$ cat src/rtl/lfb_pkg.sv
package lfb_pkg;
  localparam int unsigned LINE_DW = 4;
  localparam int unsigned SLOT_W  = $clog2(LINE_DW);

  typedef logic [SLOT_W-1:0] slot_t;

  typedef enum logic [1:0] {
    FS_IDLE  = 2'd0,
    FS_FILL  = 2'd1,
    FS_WRITE = 2'd2
  } fillState_t;

  // Strobes from control to datapath
  typedef struct packed {
    logic  start;      // open a new fill: latch tag, clear arrival flags
    logic  capture;    // store beatData into slot
    slot_t slot;       // slot the current beat belongs to
    logic  lineWrite;  // present the line to the array
  } fillStrobes_t;
endpackage

$ cat src/rtl/lfb_ctrl.sv
module lfb_ctrl
  import lfb_pkg::*;
(
  input  logic         clk,
  input  logic         rst_n,
  input  logic         ldValid,
  input  logic         ldHit,
  input  slot_t        ldSlot,
  input  logic         lineMatch,
  input  logic         slotAvail,
  input  logic         beatValid,
  output fillStrobes_t strobes,
  output logic         busReqValid,
  output logic         rspValid,
  output logic         useBuf,
  output logic         ldStall
);
  localparam slot_t LAST_CNT = slot_t'(LINE_DW - 1);

  fillState_t state;
  slot_t      beatCnt;
  slot_t      critSlot;
  logic       fillActive;
  logic       onLine;

  always_comb begin
    fillActive        = (state != FS_IDLE);
    onLine            = fillActive && lineMatch;
    strobes.start     = ldValid && !onLine && !ldHit && (state == FS_IDLE);
    strobes.capture   = beatValid && (state == FS_FILL);
    strobes.slot      = slot_t'(critSlot + beatCnt);
    strobes.lineWrite = (state == FS_WRITE);
    busReqValid       = strobes.start;
    useBuf            = onLine;
    rspValid          = ldValid && (onLine ? slotAvail : ldHit);
    ldStall           = ldValid && !rspValid;
  end

  always_ff @(posedge clk) begin
    if (!rst_n) begin
      state    <= FS_IDLE;
      beatCnt  <= '0;
      critSlot <= '0;
    end else begin
      unique case (state)
        FS_IDLE: if (strobes.start) begin
          state    <= FS_FILL;
          beatCnt  <= '0;
          critSlot <= ldSlot;
        end
        FS_FILL: if (strobes.capture) begin
          beatCnt <= slot_t'(beatCnt + 1'b1);
          if (beatCnt == LAST_CNT) state <= FS_WRITE;
        end
        FS_WRITE: state <= FS_IDLE;
        default:  state <= FS_IDLE;
      endcase
    end
  end

  AST_MISS_BUSY_STALL: assert property (@(posedge clk) disable iff (!rst_n)
    (ldValid && !ldHit && !lineMatch && fillActive) |-> (ldStall && !busReqValid));
  AST_WRITE_AFTER_LAST: assert property (@(posedge clk) disable iff (!rst_n)
    (strobes.capture && beatCnt == LAST_CNT) |=> strobes.lineWrite);
  AST_SINGLE_WRITE: assert property (@(posedge clk) disable iff (!rst_n)
    strobes.lineWrite |=> !strobes.lineWrite);
  AST_FIRST_BEAT_CRIT: assert property (@(posedge clk) disable iff (!rst_n)
    strobes.start |=> (strobes.slot == $past(ldSlot)));
endmodule

$ cat src/rtl/lfb_datapath.sv
module lfb_datapath
  import lfb_pkg::*;
#(
  parameter int unsigned ADDR_W = 32,
  parameter int unsigned DATA_W = 64
) (
  input  logic                      clk,
  input  logic                      rst_n,
  input  fillStrobes_t              strobes,
  input  logic [ADDR_W-1:0]         ldAddr,
  input  logic [DATA_W-1:0]         beatData,
  input  logic [DATA_W-1:0]         hitData,
  input  logic                      useBuf,
  output slot_t                     ldSlot,
  output logic                      lineMatch,
  output logic                      slotAvail,
  output logic [DATA_W-1:0]         rspData,
  output logic [ADDR_W-1:0]         busReqAddr,
  output logic [ADDR_W-1:0]         arrayWrAddr,
  output logic [LINE_DW*DATA_W-1:0] arrayWrData
);
  localparam int unsigned BYTE_BITS = $clog2(DATA_W / 8);
  localparam int unsigned OFF_W     = BYTE_BITS + SLOT_W;
  localparam int unsigned TAG_W     = ADDR_W - OFF_W;
  localparam logic [ADDR_W-1:0] DW_MASK = ADDR_W'((1 << BYTE_BITS) - 1);

  logic [TAG_W-1:0]  lineTag;
  logic [TAG_W-1:0]  ldTag;
  logic [DATA_W-1:0] lineBuf [LINE_DW];
  logic [LINE_DW-1:0] arrMask;
  logic              arriveHere;
  logic [DATA_W-1:0] bufWord;

  always_comb begin
    ldTag       = ldAddr[ADDR_W-1:OFF_W];
    ldSlot      = ldAddr[OFF_W-1:BYTE_BITS];
    lineMatch   = (ldTag == lineTag);
    arriveHere  = strobes.capture && (strobes.slot == ldSlot);
    slotAvail   = arrMask[ldSlot] || arriveHere;
    bufWord     = arriveHere ? beatData : lineBuf[ldSlot];
    rspData     = useBuf ? bufWord : hitData;
    busReqAddr  = ldAddr & ~DW_MASK;
    arrayWrAddr = {lineTag, {OFF_W{1'b0}}};
  end

  for (genvar g = 0; g < LINE_DW; g++) begin : g_line
    assign arrayWrData[g*DATA_W +: DATA_W] = lineBuf[g];
  end

  always_ff @(posedge clk) begin
    if (!rst_n) begin
      lineTag <= '0;
      arrMask <= '0;
    end else if (strobes.start) begin
      lineTag <= ldTag;
      arrMask <= '0;
    end else if (strobes.capture) begin
      arrMask[strobes.slot] <= 1'b1;
    end
  end

  always_ff @(posedge clk) begin
    if (strobes.capture) lineBuf[strobes.slot] <= beatData;
  end

  AST_WRITE_FULL_LINE: assert property (@(posedge clk) disable iff (!rst_n)
    strobes.lineWrite |-> (&arrMask));
  AST_START_CLEARS_MASK: assert property (@(posedge clk) disable iff (!rst_n)
    strobes.start |=> (arrMask == '0));
  AST_SLOT_ONCE: assert property (@(posedge clk) disable iff (!rst_n)
    strobes.capture |-> !arrMask[strobes.slot]);
  AST_NO_START_MID_FILL: assert property (@(posedge clk) disable iff (!rst_n)
    !(strobes.start && (strobes.capture || strobes.lineWrite)));
endmodule

$ cat src/rtl/line_fill_buffer.sv
module line_fill_buffer
  import lfb_pkg::*;
#(
  parameter int unsigned ADDR_W = 32,
  parameter int unsigned DATA_W = 64
) (
  input  logic                      clk,
  input  logic                      rst_n,
  input  logic                      ldValid,
  input  logic [ADDR_W-1:0]         ldAddr,
  input  logic                      ldHit,
  input  logic [DATA_W-1:0]         hitData,
  output logic                      ldStall,
  output logic                      rspValid,
  output logic [DATA_W-1:0]         rspData,
  output logic                      busReqValid,
  output logic [ADDR_W-1:0]         busReqAddr,
  input  logic                      beatValid,
  input  logic [DATA_W-1:0]         beatData,
  output logic                      arrayWrEn,
  output logic [ADDR_W-1:0]         arrayWrAddr,
  output logic [LINE_DW*DATA_W-1:0] arrayWrData
);
  fillStrobes_t strobes;
  slot_t        ldSlot;
  logic         lineMatch;
  logic         slotAvail;
  logic         useBuf;

  lfb_ctrl u_ctrl (
    .clk         (clk),
    .rst_n       (rst_n),
    .ldValid     (ldValid),
    .ldHit       (ldHit),
    .ldSlot      (ldSlot),
    .lineMatch   (lineMatch),
    .slotAvail   (slotAvail),
    .beatValid   (beatValid),
    .strobes     (strobes),
    .busReqValid (busReqValid),
    .rspValid    (rspValid),
    .useBuf      (useBuf),
    .ldStall     (ldStall)
  );

  lfb_datapath #(.ADDR_W(ADDR_W), .DATA_W(DATA_W)) u_dp (
    .clk         (clk),
    .rst_n       (rst_n),
    .strobes     (strobes),
    .ldAddr      (ldAddr),
    .beatData    (beatData),
    .hitData     (hitData),
    .useBuf      (useBuf),
    .ldSlot      (ldSlot),
    .lineMatch   (lineMatch),
    .slotAvail   (slotAvail),
    .rspData     (rspData),
    .busReqAddr  (busReqAddr),
    .arrayWrAddr (arrayWrAddr),
    .arrayWrData (arrayWrData)
  );

  assign arrayWrEn = strobes.lineWrite;

  AST_STALL_XOR_RSP: assert property (@(posedge clk) disable iff (!rst_n)
    ldValid |-> (ldStall != rspValid));
  AST_REQ_NOT_DURING_WRITE: assert property (@(posedge clk) disable iff (!rst_n)
    arrayWrEn |-> !busReqValid);
endmodule

$ cat config.mk
export PLATFORM = sky130hd
export DESIGN_NAME = line_fill_buffer
export DESIGN_NICKNAME = d
export VERILOG_FILES = /design/src/rtl/lfb_pkg.sv /design/src/rtl/lfb_ctrl.sv /design/src/rtl/lfb_datapath.sv /design/src/rtl/line_fill_buffer.sv
export SDC_FILE = /design/constraint.sdc
export NUM_CORES = 1
export LEC_CHECK = 0
export ABC_AREA = 1
export CAP_MARGIN = 20
export CORE_AREA = 2 2 214 216
export CTS_CLUSTER_DIAMETER = 100
export CTS_CLUSTER_SIZE = 28
export DETAILED_ROUTE_END_ITERATION = 10
export DIE_AREA = 0 0 216 218
export DONT_BUFFER_PORTS = 1
export GPL_TIMING_DRIVEN = 0
export PLACE_DENSITY = 0.51
export SLEW_MARGIN = 10
export SYNTH_ARGS = -nofsm -noshare
export SYNTH_HDL_FRONTEND = slang
export SYNTH_SLANG_ARGS = --single-unit
$ cat constraint.sdc
create_clock -name clk -period 5.6 [get_ports clk]
set_clock_uncertainty 0.15 [all_clocks]
set_input_delay 0.56 -clock clk [delete_from_list [all_inputs] [get_ports clk]]
set_output_delay 0.56 -clock clk [all_outputs]
set_load 0.005 [all_outputs]
==> Implementation_results.wiki, run 1 <==
{| class="wikitable"
! Metric !! Value
|-
| Arrival time of the worst setup path || ~3 ns
|-
| Filler cell count in the final layout || ~4600
|-
| Clock slew seen by the registers of the worst setup and hold paths || around 0.11 ns
|-
| Setup repair after global routing missed its margin || false
|-
| Tmin final || 3.76 ns
|-
| Sequential cell area in the final layout || 0.00843 mm²
|-
| Maximum operating frequency || 266 MHz
|-
| Worst r2r dst || u_dp.lineBuf[1][26]$_DFFE_PP_
|-
| Most instantiated cells after synthesis || sky130_fd_sc_hd__nand2_1 (491), sky130_fd_sc_hd__edfxtp_1 (256), sky130_fd_sc_hd__a21oi_1 (133), sky130_fd_sc_hd__inv_1 (70), sky130_fd_sc_hd__o211ai_1 (64)
|-
| Type of destination of the critical path || primary output
|-
| Number of setup buffers added after CTS || 0
|-
| Destination of the worst hold path || u_dp.lineTag[19]$_SDFFE_PN0P_
|-
| Total grt overflow || 0
|-
| Cell depth of the worst flop-to-flop path || 7
|-
| Final estimated routing congestion in global placement || around 0.87
|-
| Antenna violations before repair || 1
|-
| Final Worst Setup Slack || approximately 1.8 ns
|-
| CTS tree || built
|-
| Via count of the routed design || around 10000
|-
| Multiplexer fraction of the synthesized cell area || 0%
|-
| Fraction of the mapped netlist area in adder cells || less than 1%
|-
| Cell variety after synth || 26
|-
| Total placed cells including tap cells || a little under 2000
|-
| Slowest stage cell on the critical path || sky130_fd_sc_hd__dlygate4sd3_1
|-
| Die area || between 0.04 and 0.05 mm²
|-
| Cell type with the highest occurrence count on the critical path || sky130_fd_sc_hd__nand2_1
|-
| Multi-input gate area in the final layout || slightly below 0.004 mm²
|-
| Compound-cell area share of the yosys netlist || a little over an eighth
|-
| Total number of nets in the final design || ~1600
|-
| Post-synthesis cell type with the largest combined area || sky130_fd_sc_hd__edfxtp_1
|-
| Pin count of the biggest net entering global routing || 30
|-
| Simple-Gate Fraction of Synth Area || between 15 and 20%
|-
| Via count of the first global-routing pass || around 10000
|-
| Reported max-cap violation count || 0
|-
| Count of final hold-check violations || 0
|-
| Ordered list of cells on the worst path || dlygate4sd3_1 > inv_2 > nand2_1 > nand2_1 > nor2_1 > nand2_1 > nor2_1 > nand2_1 > inv_1 > nand2_1 > buf_2 > clkbuf_1 > nand2_1 > nand2_1
|-
| Share of final-layout standard cells stronger than drive strength 1 || a little under a tenth
|-
| TritonCTS Buffers || 15
|-
| Worst hold stages || 2
|-
| Largest voltage drop on the vdd net || 0.247 mV
|-
| First-pass GRT wire length || around 70000 µm
|-
| Routed wirelength normalized by instance count || 24.7 µm
|-
| Post-synth EDFFs || 256
|-
| Yosys warns || 0
|-
| Result of the run || complete, no violations
|-
| Top cell type's share of synthesized area || between 50% and 60%
|-
| Aggregate global-route resource usage || 20.1%
|-
| Root Driver || sky130_fd_sc_hd__clkbuf_16
|-
| Kind of cell with the highest combined delay on the critical path || buffers and inverters
|-
| Half-perimeter wire length after detailed placement || around 35000 µm
|-
| Gate Count Post-Synth || about 1300
|-
| Stage delay of the slowest cell on the critical path || roughly 0.55 ns
|-
| Number of register bits inferred by synthesis || 293
|-
| Flip-flop cell with the highest count after synthesis || sky130_fd_sc_hd__edfxtp_1
|-
| H-tree depth || 1
|-
| Fin crit share || ~67%
|-
| Drt drc || 0
|-
| Initial cell density of the core || ~29%
|-
| Post-synthesis xor/xnor area fraction || 0%
|-
| Fraction of registers with async set or reset after synthesis || 0%
|-
| Total non-filler cell area in the finished layout || between 0.015 and 0.02 mm²
|-
| Placeable core region || ~0.045 mm²
|-
| Worst min-delay path category || input port to register
|-
| Area contributors post-synth || sky130_fd_sc_hd__edfxtp_1 (58%), sky130_fd_sc_hd__nand2_1 (14%), sky130_fd_sc_hd__dfxtp_1 (5.6%)
|-
| Instance area at placement || about 0.014 mm²
|-
| Crit path required time || just under 5 ns
|-
| Cell Pwr Density || roughly 270 mW/mm²
|-
| Pins Over Slew Limit || 0
|-
| Worst reg2reg setup slack || 3.15 ns
|-
| Measured slew at the worst slew-check pin || about 0.87 ns
|-
| Sink Count || between 200 and 300
|-
| Clock network latency to the later pin of the worst-skew pair || 0.51 ns
|-
| Ports || about 550
|-
| Source of the worst register-to-register timing path || u_ctrl.beatCnt[0]$_SDFFE_PN0P_
|-
| Core utilization of the finished layout || between 30% and 40%
|-
| Final wirelength || 50200 µm
|-
| Buffer depth of the longest clock path || 3
|-
| Most frequent cell after synthesis || sky130_fd_sc_hd__nand2_1
|-
| Die X-Extent || 216 µm
|-
| Largest family of logic cells by synthesized area || simple AND/OR/NAND/NOR gates
|-
| Remaining number of nets flagged by the antenna check after routing || 0
|-
| Starting DRC count in detailed routing || 812
|-
| Relative slew slack || 42.1%
|-
| Count of standard-cell rows || between 70 and 80
|-
| Worst setup path class || input port to primary output
|-
| Worst Setup Start Kind || input port
|-
| Crit-path max FO || 10
|-
| Area growth syn-to-layout || 16.6%
|-
| Startpoint of the tightest hold check path || ldAddr[24]
|-
| Leakage component of the power || just under 6 nW
|-
| Sequential-to-total area share from yosys stat || between 60% and 70%
|-
| Post-placement worst setup slack || 2.37 ns
|-
| Per-cell via count in the routed design || 5.05
|-
| Die span in y || between 200 and 250 µm
|-
| Final non-filler cell total || a little over 2000
|-
| Final setup violation count || 0
|-
| Number of buffers and inverters on the critical path || 5
|-
| Combined area of all synthesized cells || about 0.013 mm²
|-
| Count of port buffers added during placement || 0
|-
| First-pass iteration count of the detailed router || 5
|-
| Average size of a mapped cell || 9.98 µm²
|}
-- final cells by class --
cell class | instances | share of cell area [%]
timing repair buffer | 79 | 6.06
tap | 600 | 4.89
sequential | 293 | 54.8
buffer | 114 | 4.31
antenna | 1 | 0.0163
clock buffer | 19 | 2.61
inverter | 77 | 1.88
multi-input combinational | 844 | 25.1
clock inverter | 4 | 0.301
-- kinds of logic after synthesis --
| kind of cell | Yosys count |
|---|---|
| flops | 293 |
| simple gates | 536 |
| buf+inv | 191 |
| other cells | 1 |
| fa+ha+maj | 2 |
| compound gates | 298 |
-- where the power goes --
part	internal [mW]	leakage, nW	switching, mW	total [mW]
Sequential	2.41	2.61	0.0376	2.45
Clock	0.530	0.217	0.736	1.27
Combinational	0.144	3.04	0.258	0.402
-- cell usage in the layout (no fill, tap or decap), types with 2 or more instances in the layout --
cell type	synthesis	routed
sky130_fd_sc_hd__nand3_1	7	7
sky130_fd_sc_hd__buf_6	5	5
sky130_fd_sc_hd__dfxtp_1	37	37
sky130_fd_sc_hd__o211ai_1	64	64
sky130_fd_sc_hd__inv_2	7	7
sky130_fd_sc_hd__nor2_1	33	29
sky130_fd_sc_hd__buf_16	0	4
sky130_fd_sc_hd__edfxtp_1	256	256
sky130_fd_sc_hd__inv_1	70	70
sky130_fd_sc_hd__dlygate4sd3_1	0	68
sky130_fd_sc_hd__o21ai_0	25	25
sky130_fd_sc_hd__nor2_4	1	5
sky130_fd_sc_hd__clkbuf_1	29	32
sky130_fd_sc_hd__nand4_1	2	2
sky130_fd_sc_hd__o22ai_1	27	27
sky130_fd_sc_hd__buf_1	5	5
sky130_fd_sc_hd__buf_2	34	34
sky130_fd_sc_hd__nand2_1	491	491
sky130_fd_sc_hd__a21oi_1	133	133
sky130_fd_sc_hd__clkbuf_16	0	15
sky130_fd_sc_hd__conb_1	1	8
sky130_fd_sc_hd__o21ai_2	10	10
sky130_fd_sc_hd__buf_4	41	41
sky130_fd_sc_hd__o21ai_1	37	37
sky130_fd_sc_hd__ha_1	2	2
sky130_fd_sc_hd__buf_12	0	7
-- through the flow --
stage                     setup TNS [ns]  hold WS [ns]  total power [mW]
after floorplan                        0         0.285              2.72
after global routing                   0       0.00691              4.27
after detailed placement               0         0.304              2.85
after CTS                              0       0.00660              4.16
final                                  0        0.0338              4.12
after global placement           -384.05         0.295              2.84
-- per-layer routing --
metal,share of wire [%],vias to the layer above,routed length [µm],track usage (%)
met4,2.6,0,1280,5.91
met3,8.8,69,4440,5.40
li1,-,4674,-,-
met2,50,497,25200,35.3
met5,0,-,0,0
met1,38,5008,19300,24.2
-- timing repair --
item | 4_1_cts | 5_1_grt
hold endpoints to repair | 259 | 1
hold buffers | 67 | 1
resized for setup | 0 | 0
-- state kept, by name (all words and copies together) (netlist names) --
register	cells
u_dp.lineBuf	256
u_dp.lineTag	27
u_dp.arrMask	4
u_ctrl.beatCnt	2
u_ctrl.critSlot	2
u_ctrl.state	2
-- how the worst max path moves through the flow --
stage / end / slack [ns] / from / cells after the start
finish: rspData[21] / 1.84 / ldAddr[8] / 14
global route: rspData[21] / 1.69 / ldAddr[10] / 14
CTS: rspData[21] / 1.83 / ldAddr[8] / 14
detailed placement: rspData[60] / 2.37 / ldAddr[3] / 8
global placement: u_dp.lineBuf[0][32]$_DFFE_PP_ / -1.67 / u_ctrl.beatCnt[0]$_SDFFE_PN0P_ / 5
floorplan: u_dp.lineBuf[3][0]$_DFFE_PP_ / 1.43 / u_ctrl.beatCnt[0]$_SDFFE_PN0P_ / 5
Note: power is estimated with default switching activity, not from simulation.
==> run 2: changes to the inputs <==
==> constraint.sdc (replaced) <==
create_clock -name clk -period 3.67 [get_ports clk]
set_clock_uncertainty 0.15 [all_clocks]
set_input_delay 0.367 -clock clk [delete_from_list [all_inputs] [get_ports clk]]
set_output_delay 0.367 -clock clk [all_outputs]
set_load 0.005 [all_outputs]
==> run 2 against run 1 <==
- global-route usage decreased by 0.30 points
- hold slack improved by 0.055 ns
- sequential cell count did not move
- cell count is 1.3% higher
- worst setup slack got worse by 1.6 ns
- sequential power grew 53%
- via count increased by 2.1%
- combinational power increased by 58%
- wire length decreased by 1.2%
- register-to-register slack lost 2.0 ns
- critical path type unchanged
- critical endpoint is now rspData[34]
- highest routed layer unchanged
==> Implementation_results.wiki, run 2 (same netlist as run 1, synthesis figures left out) <==
{| class="wikitable"
! Metric !! Value
|-
| Result of the run || complete, no violations
|-
| Aggregate global-route resource usage || 19.8% (-0.30 points)
|-
| Root Driver || sky130_fd_sc_hd__clkbuf_16
|-
| Slowest stage cell on the critical path || sky130_fd_sc_hd__buf_1
|-
| Core utilization of the finished layout || 34.7% (+0.49 points)
|-
| Post-placement worst setup slack || 0.731 ns (-1.64 ns)
|-
| Kind of cell with the highest combined delay on the critical path || buffers and inverters
|-
| Count of standard-cell rows || 78 (unchanged)
|-
| Placeable core region || 0.0449 mm² (unchanged)
|-
| Clock slew seen by the registers of the worst setup and hold paths || 0.11 ns (about the same)
|-
| Buffer depth of the longest clock path || 3 (unchanged)
|-
| Pin count of the biggest net entering global routing || 30 (unchanged)
|-
| Crit-path max FO || 10 (unchanged)
|-
| Filler cell count in the final layout || 4561 (-1.0%)
|-
| Maximum operating frequency || between 200 and 300 MHz
|-
| Share of final-layout standard cells stronger than drive strength 1 || 9.06% (-0.31 points)
|-
| Final non-filler cell total || 2057 (+1.3%)
|-
| Final wirelength || 49600 µm (-1.2%)
|-
| Register name with the most flops || u_dp.lineBuf
|-
| Via count of the routed design || 10500 (+2.1%)
|-
| Crit path required time || 3.15 ns (-1.74 ns)
|-
| Fin crit share || around 93%
|-
| Routed wirelength normalized by instance count || 24.1 µm (-2.5%)
|-
| Remaining number of nets flagged by the antenna check after routing || 0 (unchanged)
|-
| Reported max-cap violation count || 0 (unchanged)
|-
| CTS tree || built
|-
| Measured slew at the worst slew-check pin || 0.775 ns (-0.0903 ns)
|-
| Drt drc || 0 (unchanged)
|-
| Tmin final || about 3.4 ns
|-
| First-pass GRT wire length || 69500 µm (-0.72%)
|-
| Sink Count || 293 (unchanged)
|-
| Ordered list of cells on the worst path || dlygate4sd3_1 > inv_1 > nand2_1 > nand2_1 > nor2_1 > nand2_1 > inv_1 > nand2_1 > nor2_1 > nand2_1 > buf_2 > buf_1 > nand2_1 > nand2_1
|-
| Stage delay of the slowest cell on the critical path || 0.60 ns (+0.05 ns)
|-
| Clock network latency to the later pin of the worst-skew pair || 0.50 ns (about the same)
|-
| TritonCTS Buffers || 14 (-1)
|-
| Via count of the first global-routing pass || 10100 (+1.7%)
|-
| Leakage component of the power || 5.96 nW (+1.6%)
|-
| Most frequent standard cell in the layout excluding fill and tap cells || sky130_fd_sc_hd__nand2_1
|-
| Hold slack || 0.0892 ns (+0.0553 ns)
|-
| Number of setup buffers added after CTS || 0 (unchanged)
|-
| Worst Setup Start Kind || input port
|-
| Largest voltage drop on the vdd net || 0.251 mV (+1.5%)
|-
| Total number of nets in the final design || 1616 (+1.6%)
|-
| Final setup violation count || 0 (unchanged)
|-
| Setup repair after global routing missed its margin || false
|-
| First-pass iteration count of the detailed router || 7 (+2)
|-
| Die area || 0.0471 mm² (unchanged)
|-
| Total non-filler cell area in the finished layout || 0.0156 mm² (+1.4%)
|-
| Instance area at placement || 0.0142 mm² (about the same)
|-
| Worst setup path class || input port to primary output
|-
| Die span in y || 218 µm (unchanged)
|-
| Worst min-delay path category || input port to register
|-
| Half-perimeter wire length after detailed placement || 34600 µm (-2.4%)
|-
| Initial cell density of the core || 29.4% (unchanged)
|-
| Antenna violations before repair || 0 (-1)
|-
| Count of final hold-check violations || 0 (unchanged)
|-
| Count of port buffers added during placement || 0 (unchanged)
|-
| Ports || 553 (unchanged)
|-
| Cell type with the highest occurrence count on the critical path || sky130_fd_sc_hd__nand2_1
|-
| Antenna diode instance count || 0 (-1)
|-
| Cell Pwr Density || 400 mW/mm² (+49%)
|-
| Relative slew slack || 48.2% (+6.0 points)
|-
| Largest registers in the final layout || u_dp.lineBuf (256), u_dp.lineTag (27), u_dp.arrMask (4)
|-
| Pins Over Slew Limit || 0 (unchanged)
|-
| Type of destination of the critical path || primary output
|-
| Total grt overflow || 0 (unchanged)
|-
| Number of buffers and inverters on the critical path || 5 (unchanged)
|-
| Commonest cells after routing, fill and taps aside || sky130_fd_sc_hd__nand2_1 (491), sky130_fd_sc_hd__edfxtp_1 (256), sky130_fd_sc_hd__a21oi_1 (133), sky130_fd_sc_hd__dlygate4sd3_1 (94), sky130_fd_sc_hd__inv_1 (70)
|-
| Number of flip-flops under the largest register name || 256 (unchanged)
|-
| Area growth syn-to-layout || 18.3%
|-
| Arrival time of the worst setup path || 2.91 ns (-0.14 ns)
|-
| H-tree depth || 1 (unchanged)
|-
| Per-cell via count in the routed design || 5.08 (+0.77%)
|-
| Total placed cells including tap cells || 1939 (unchanged)
|-
| Final estimated routing congestion in global placement || 0.856 (-1.4%)
|-
| Die X-Extent || 216 µm (unchanged)
|-
| Final Worst Setup Slack || 0.241 ns (-1.60 ns)
|-
| Starting DRC count in detailed routing || 959 (+18%)
|}
-- run 2: area by class of cell --
cell class	count	area, µm²	area share [%]
plain buffers	114	662	4.25
clock buffers	21	398	2.55
clock inverters	3	18.8	0.120
inverters	77	289	1.85
multi-input cells	844	3860	24.7
flip-flops and latches	293	8430	54.1
well taps	600	751	4.82
repair buffers	105	1180	7.59
-- run 2: per-layer routing --
| metal | global-route usage [%] | up-vias | wire, µm |
|---|---|---|---|
| li1 | - | 4728 | - |
| met1 | 24.3 | 5124 | 19600 |
| met2 | 34.0 | 526 | 24300 |
| met3 | 4.84 | 81 | 4130 |
| met4 | 7.21 | 0 | 1590 |
| met5 | 0 | - | 0 |
-- run 2: power by group --
part	switching (mW)	total, mW	internal (mW)	leakage [nW]
Clock	1.08	1.86	0.775	0.200
Combinational	0.395	0.634	0.239	3.15
Sequential	0.0580	3.74	3.68	2.61
-- run 2: final timing paths --
| check | start | to | slack [ns] | cells past startpoint |
|---|---|---|---|---|
| worst min-delay path | rst_n | u_dp.lineTag[6]$_SDFFE_PN0P_ | 0.09 | 3 |
| worst min register to register | u_dp.arrMask[2]$_SDFFE_PP0P_ | u_dp.arrMask[2]$_SDFFE_PP0P_ | 0.33 | 2 |
| worst max register to register | u_ctrl.beatCnt[0]$_SDFFE_PN0P_ | u_dp.lineBuf[0][22]$_DFFE_PP_ | 1.17 | 7 |
| worst max-delay path | ldAddr[7] | rspData[34] | 0.24 | 14 |
-- run 2: what timing repair did --
action,4_1_cts,5_1_grt
hold buffers,94,0
hold endpoints to repair,289,0
gates resized for setup,0,0
-- run 2: worst reg2reg max path: cells and delay by family (launching register included) --
kind	cells	cell delay [ns]
fa+ha+maj	1	0.19
simple gates	3	0.86
flops	1	0.39
buf+inv	3	0.61
-- run 2: per-stage QoR --
stage | setup TNS [ns] | total power, mW
after global placement | -299.41 | 4.32
after floorplan | 0 | 4.16
final | 0 | 6.24
after detailed placement | 0 | 4.34
after CTS | 0 | 6.27
after global routing | 0 | 6.45
==> run 3: changes to the inputs <==
--- a/config.mk
+++ b/config.mk
@@ -14,7 +14,6 @@
 export DIE_AREA = 0 0 216 218
 export DONT_BUFFER_PORTS = 1
 export GPL_TIMING_DRIVEN = 0
-export PLACE_DENSITY = 0.51
 export SLEW_MARGIN = 10
 export SYNTH_ARGS = -nofsm -noshare
 export SYNTH_HDL_FRONTEND = slang
==> run 3 against run 2 <==
- combinational power rose by 0.9%
- final area increased by 0.46%
- total power up 1.6%
- critical path type is now register to primary output
- die area stayed put
- sequential cell count did not move
- utilization rose by 0.16 points
- highest routed layer unchanged
- via count increased by 1.7%
- register-to-register slack better by 0.16 ns
- wire length decreased by 0.24%
==> Implementation_results.wiki, run 3 (same netlist as run 1, synthesis figures left out) <==
{| class="wikitable"
! Metric !! Value
|-
| Result of the run || complete, no violations
|-
| Final setup violation count || 0 (unchanged)
|-
| H-tree depth || 1 (unchanged)
|-
| Count of standard-cell rows || 78 (unchanged)
|-
| Post-placement worst setup slack || 0.788 ns (+0.0570 ns)
|-
| Share of final-layout standard cells stronger than drive strength 1 || 9.21% (+0.15 points)
|-
| Die X-Extent || 216 µm (unchanged)
|-
| Worst min-delay path category || input port to register
|-
| Die span in y || 218 µm (unchanged)
|-
| Top layer in use || met4
|-
| Die area || 0.0471 mm² (unchanged)
|-
| Reported max-cap violation count || 0 (unchanged)
|-
| Largest voltage drop on the vdd net || 0.409 mV (+63%)
|-
| Setup repair after global routing missed its margin || false
|-
| Crit-path max FO || 10 (unchanged)
|-
| Core utilization of the finished layout || 34.9% (+0.16 points)
|-
| Clock slew seen by the registers of the worst setup and hold paths || 0.11 ns (about the same)
|-
| Routed wirelength normalized by instance count || 24.1 µm (-0.14%)
|-
| Area growth syn-to-layout || 18.8%
|-
| Antenna violations before repair || 1 (+1)
|-
| Routed metal-1 wirelength || 18900 µm (-3.9%)
|-
| Met3 routed wirelength || 4520 µm (+9.3%)
|-
| Filler cell count in the final layout || 4482 (-1.7%)
|-
| Worst Setup Start Kind || register
|-
| Detail Route met2 WL || 24400 µm (+0.59%)
|-
| Final Worst Setup Slack || 0.234 ns (-0.00661 ns)
|-
| Largest registers in the final layout || u_dp.lineBuf (256), u_dp.lineTag (27), u_dp.arrMask (4)
|-
| Register name with the most flops || u_dp.lineBuf
|-
| First-pass GRT wire length || 69800 µm (+0.35%)
|-
| Final estimated routing congestion in global placement || 0.889 (+3.9%)
|-
| Type of destination of the critical path || primary output
|-
| Setup_tns || 0 ns (unchanged)
|-
| Cell Pwr Density || 405 mW/mm² (+1.2%)
|-
| Fin crit share || 93.6% (+0.18 points)
|-
| Arrival time of the worst setup path || 2.92 ns (about the same)
|-
| Clock network latency to the later pin of the worst-skew pair || 0.53 ns (+0.03 ns)
|-
| Antenna diode instance count || 0 (unchanged)
|-
| Aggregate global-route resource usage || 19.7% (-0.087 points)
|-
| Starting DRC count in detailed routing || 915 (-4.6%)
|-
| Relative slew slack || 52.7% (+4.5 points)
|-
| Final wirelength || 49500 µm (-0.24%)
|-
| Number of flip-flops under the largest register name || 256 (unchanged)
|-
| Total grt overflow || 0 (unchanged)
|-
| Pins Over Slew Limit || 0 (unchanged)
|-
| First-pass iteration count of the detailed router || 5 (-2)
|-
| Sink Count || 293 (unchanged)
|-
| Crit path required time || 3.15 ns (about the same)
|-
| Initial cell density of the core || 29.4% (unchanged)
|-
| Count of final hold-check violations || 0 (unchanged)
|-
| Leakage component of the power || 5.99 nW (+0.59%)
|-
| Ports || 553 (unchanged)
|-
| Measured slew at the worst slew-check pin || 0.710 ns (-0.0654 ns)
|-
| Drt drc || 0 (unchanged)
|-
| TritonCTS Buffers || 15 (+1)
|-
| Per-cell via count in the routed design || 5.18 (+1.8%)
|-
| Root Driver || sky130_fd_sc_hd__clkbuf_16
|-
| Half-perimeter wire length after detailed placement || 34700 µm (about the same)
|-
| CTS tree || built
|-
| Hold slack || 0.0832 ns (-0.00596 ns)
|-
| Maximum operating frequency || 291 MHz (-0.19%)
|-
| Worst setup path class || register to primary output
|-
| Via count of the first global-routing pass || 10500 (+3.4%)
|-
| Via count of the routed design || 10600 (+1.7%)
|-
| Buffer depth of the longest clock path || 3 (unchanged)
|-
| Multi-input gate area in the final layout || 0.00386 mm² (unchanged)
|-
| Most frequent standard cell in the layout excluding fill and tap cells || sky130_fd_sc_hd__nand2_1
|-
| Placeable core region || 0.0449 mm² (unchanged)
|-
| Tmin final || 3.44 ns (+0.00661 ns)
|-
| Commonest cells after routing, fill and taps aside || sky130_fd_sc_hd__nand2_1 (491), sky130_fd_sc_hd__edfxtp_1 (256), sky130_fd_sc_hd__a21oi_1 (133), sky130_fd_sc_hd__dlygate4sd3_1 (94), sky130_fd_sc_hd__inv_1 (70)
|-
| Sequential cell area in the final layout || 0.00843 mm² (unchanged)
|-
| Remaining number of nets flagged by the antenna check after routing || 0 (unchanged)
|-
| Count of port buffers added during placement || 0 (unchanged)
|-
| Total number of nets in the final design || 1618 (+0.12%)
|-
| Pin count of the biggest net entering global routing || 30 (unchanged)
|}
-- run 3: changes by cell type in the layout (fill, tap and decap cells not counted) --
cell	delta
sky130_fd_sc_hd__buf_12	-1
sky130_fd_sc_hd__buf_16	+2
sky130_fd_sc_hd__clkbuf_1	-4
sky130_fd_sc_hd__clkbuf_16	+1
sky130_fd_sc_hd__clkinv_2	-1
sky130_fd_sc_hd__clkinv_8	+1
sky130_fd_sc_hd__clkinvlp_2	-1
sky130_fd_sc_hd__inv_16	+1
-- run 3: worst paths after layout --
path / start / endpoint / slack (ns) / cells after the start
worst min register to register: u_dp.arrMask[2]$_SDFFE_PP0P_ / u_dp.arrMask[2]$_SDFFE_PP0P_ / 0.32 / 2
worst max-delay path: u_dp.lineTag[7]$_SDFFE_PN0P_ / rspData[14] / 0.23 / 13
worst max register to register: u_ctrl.beatCnt[0]$_SDFFE_PN0P_ / u_dp.lineBuf[1][34]$_DFFE_PP_ / 1.33 / 7
worst min-delay path: rst_n / u_dp.lineTag[26]$_SDFFE_PN0P_ / 0.08 / 3
-- run 3: worst max-delay path, cell delays in order (launching register included) --
cell	delay [ns]
sky130_fd_sc_hd__dfxtp_1	0.36
sky130_fd_sc_hd__inv_1	0.13
sky130_fd_sc_hd__nand2_1	0.07
sky130_fd_sc_hd__nand2_1	0.06
sky130_fd_sc_hd__nor2_1	0.04
sky130_fd_sc_hd__nand2_1	0.08
sky130_fd_sc_hd__nor2_1	0.08
sky130_fd_sc_hd__nand2_1	0.08
sky130_fd_sc_hd__inv_1	0.04
sky130_fd_sc_hd__nand2_1	0.09
sky130_fd_sc_hd__buf_2	0.51
sky130_fd_sc_hd__clkbuf_1	0.54
sky130_fd_sc_hd__nand2_1	0.14
sky130_fd_sc_hd__nand2_1	0.17
-- run 3: layer usage --
layer,vias to the layer above,track usage [%]
met5,-,0
met4,0,7.60
met3,102,4.78
met2,633,34.1
met1,5167,23.8
li1,4739,-
-- run 3: repair_timing --
item                                   in CTS  in global routing
endpoints found under the hold margin     289                  0
buffers inserted                            0                  0
hold buffers                               94                  0
gates resized for setup                     0                  0
-- run 3: final cells by class --
cell class	instances	share of cell area, %
buffer	114	4.23
inverter	77	1.85
clock inverter	3	0.288
clock buffer	18	2.61
multi-input combinational	844	24.6
timing repair buffer	106	7.78
sequential	293	53.8
tap	600	4.79
-- run 3: power breakdown --
part / internal (mW) / total (mW) / switching [mW]
logic: 0.239 / 0.640 / 0.401
registers: 3.68 / 3.74 / 0.0561
clock network: 0.826 / 1.96 / 1.13
total: 4.75 / 6.34 / 1.59
-- run 3: stage by stage --
step                      instances  instance area, µm²  total power, mW
after floorplan                1328               13200             4.16
after global placement         1928               14000             4.32
after detailed placement       1940               14300             4.33
after CTS                      2055               15700             6.39
after global routing           2055               15700             6.55
final                          2055               15700             6.34
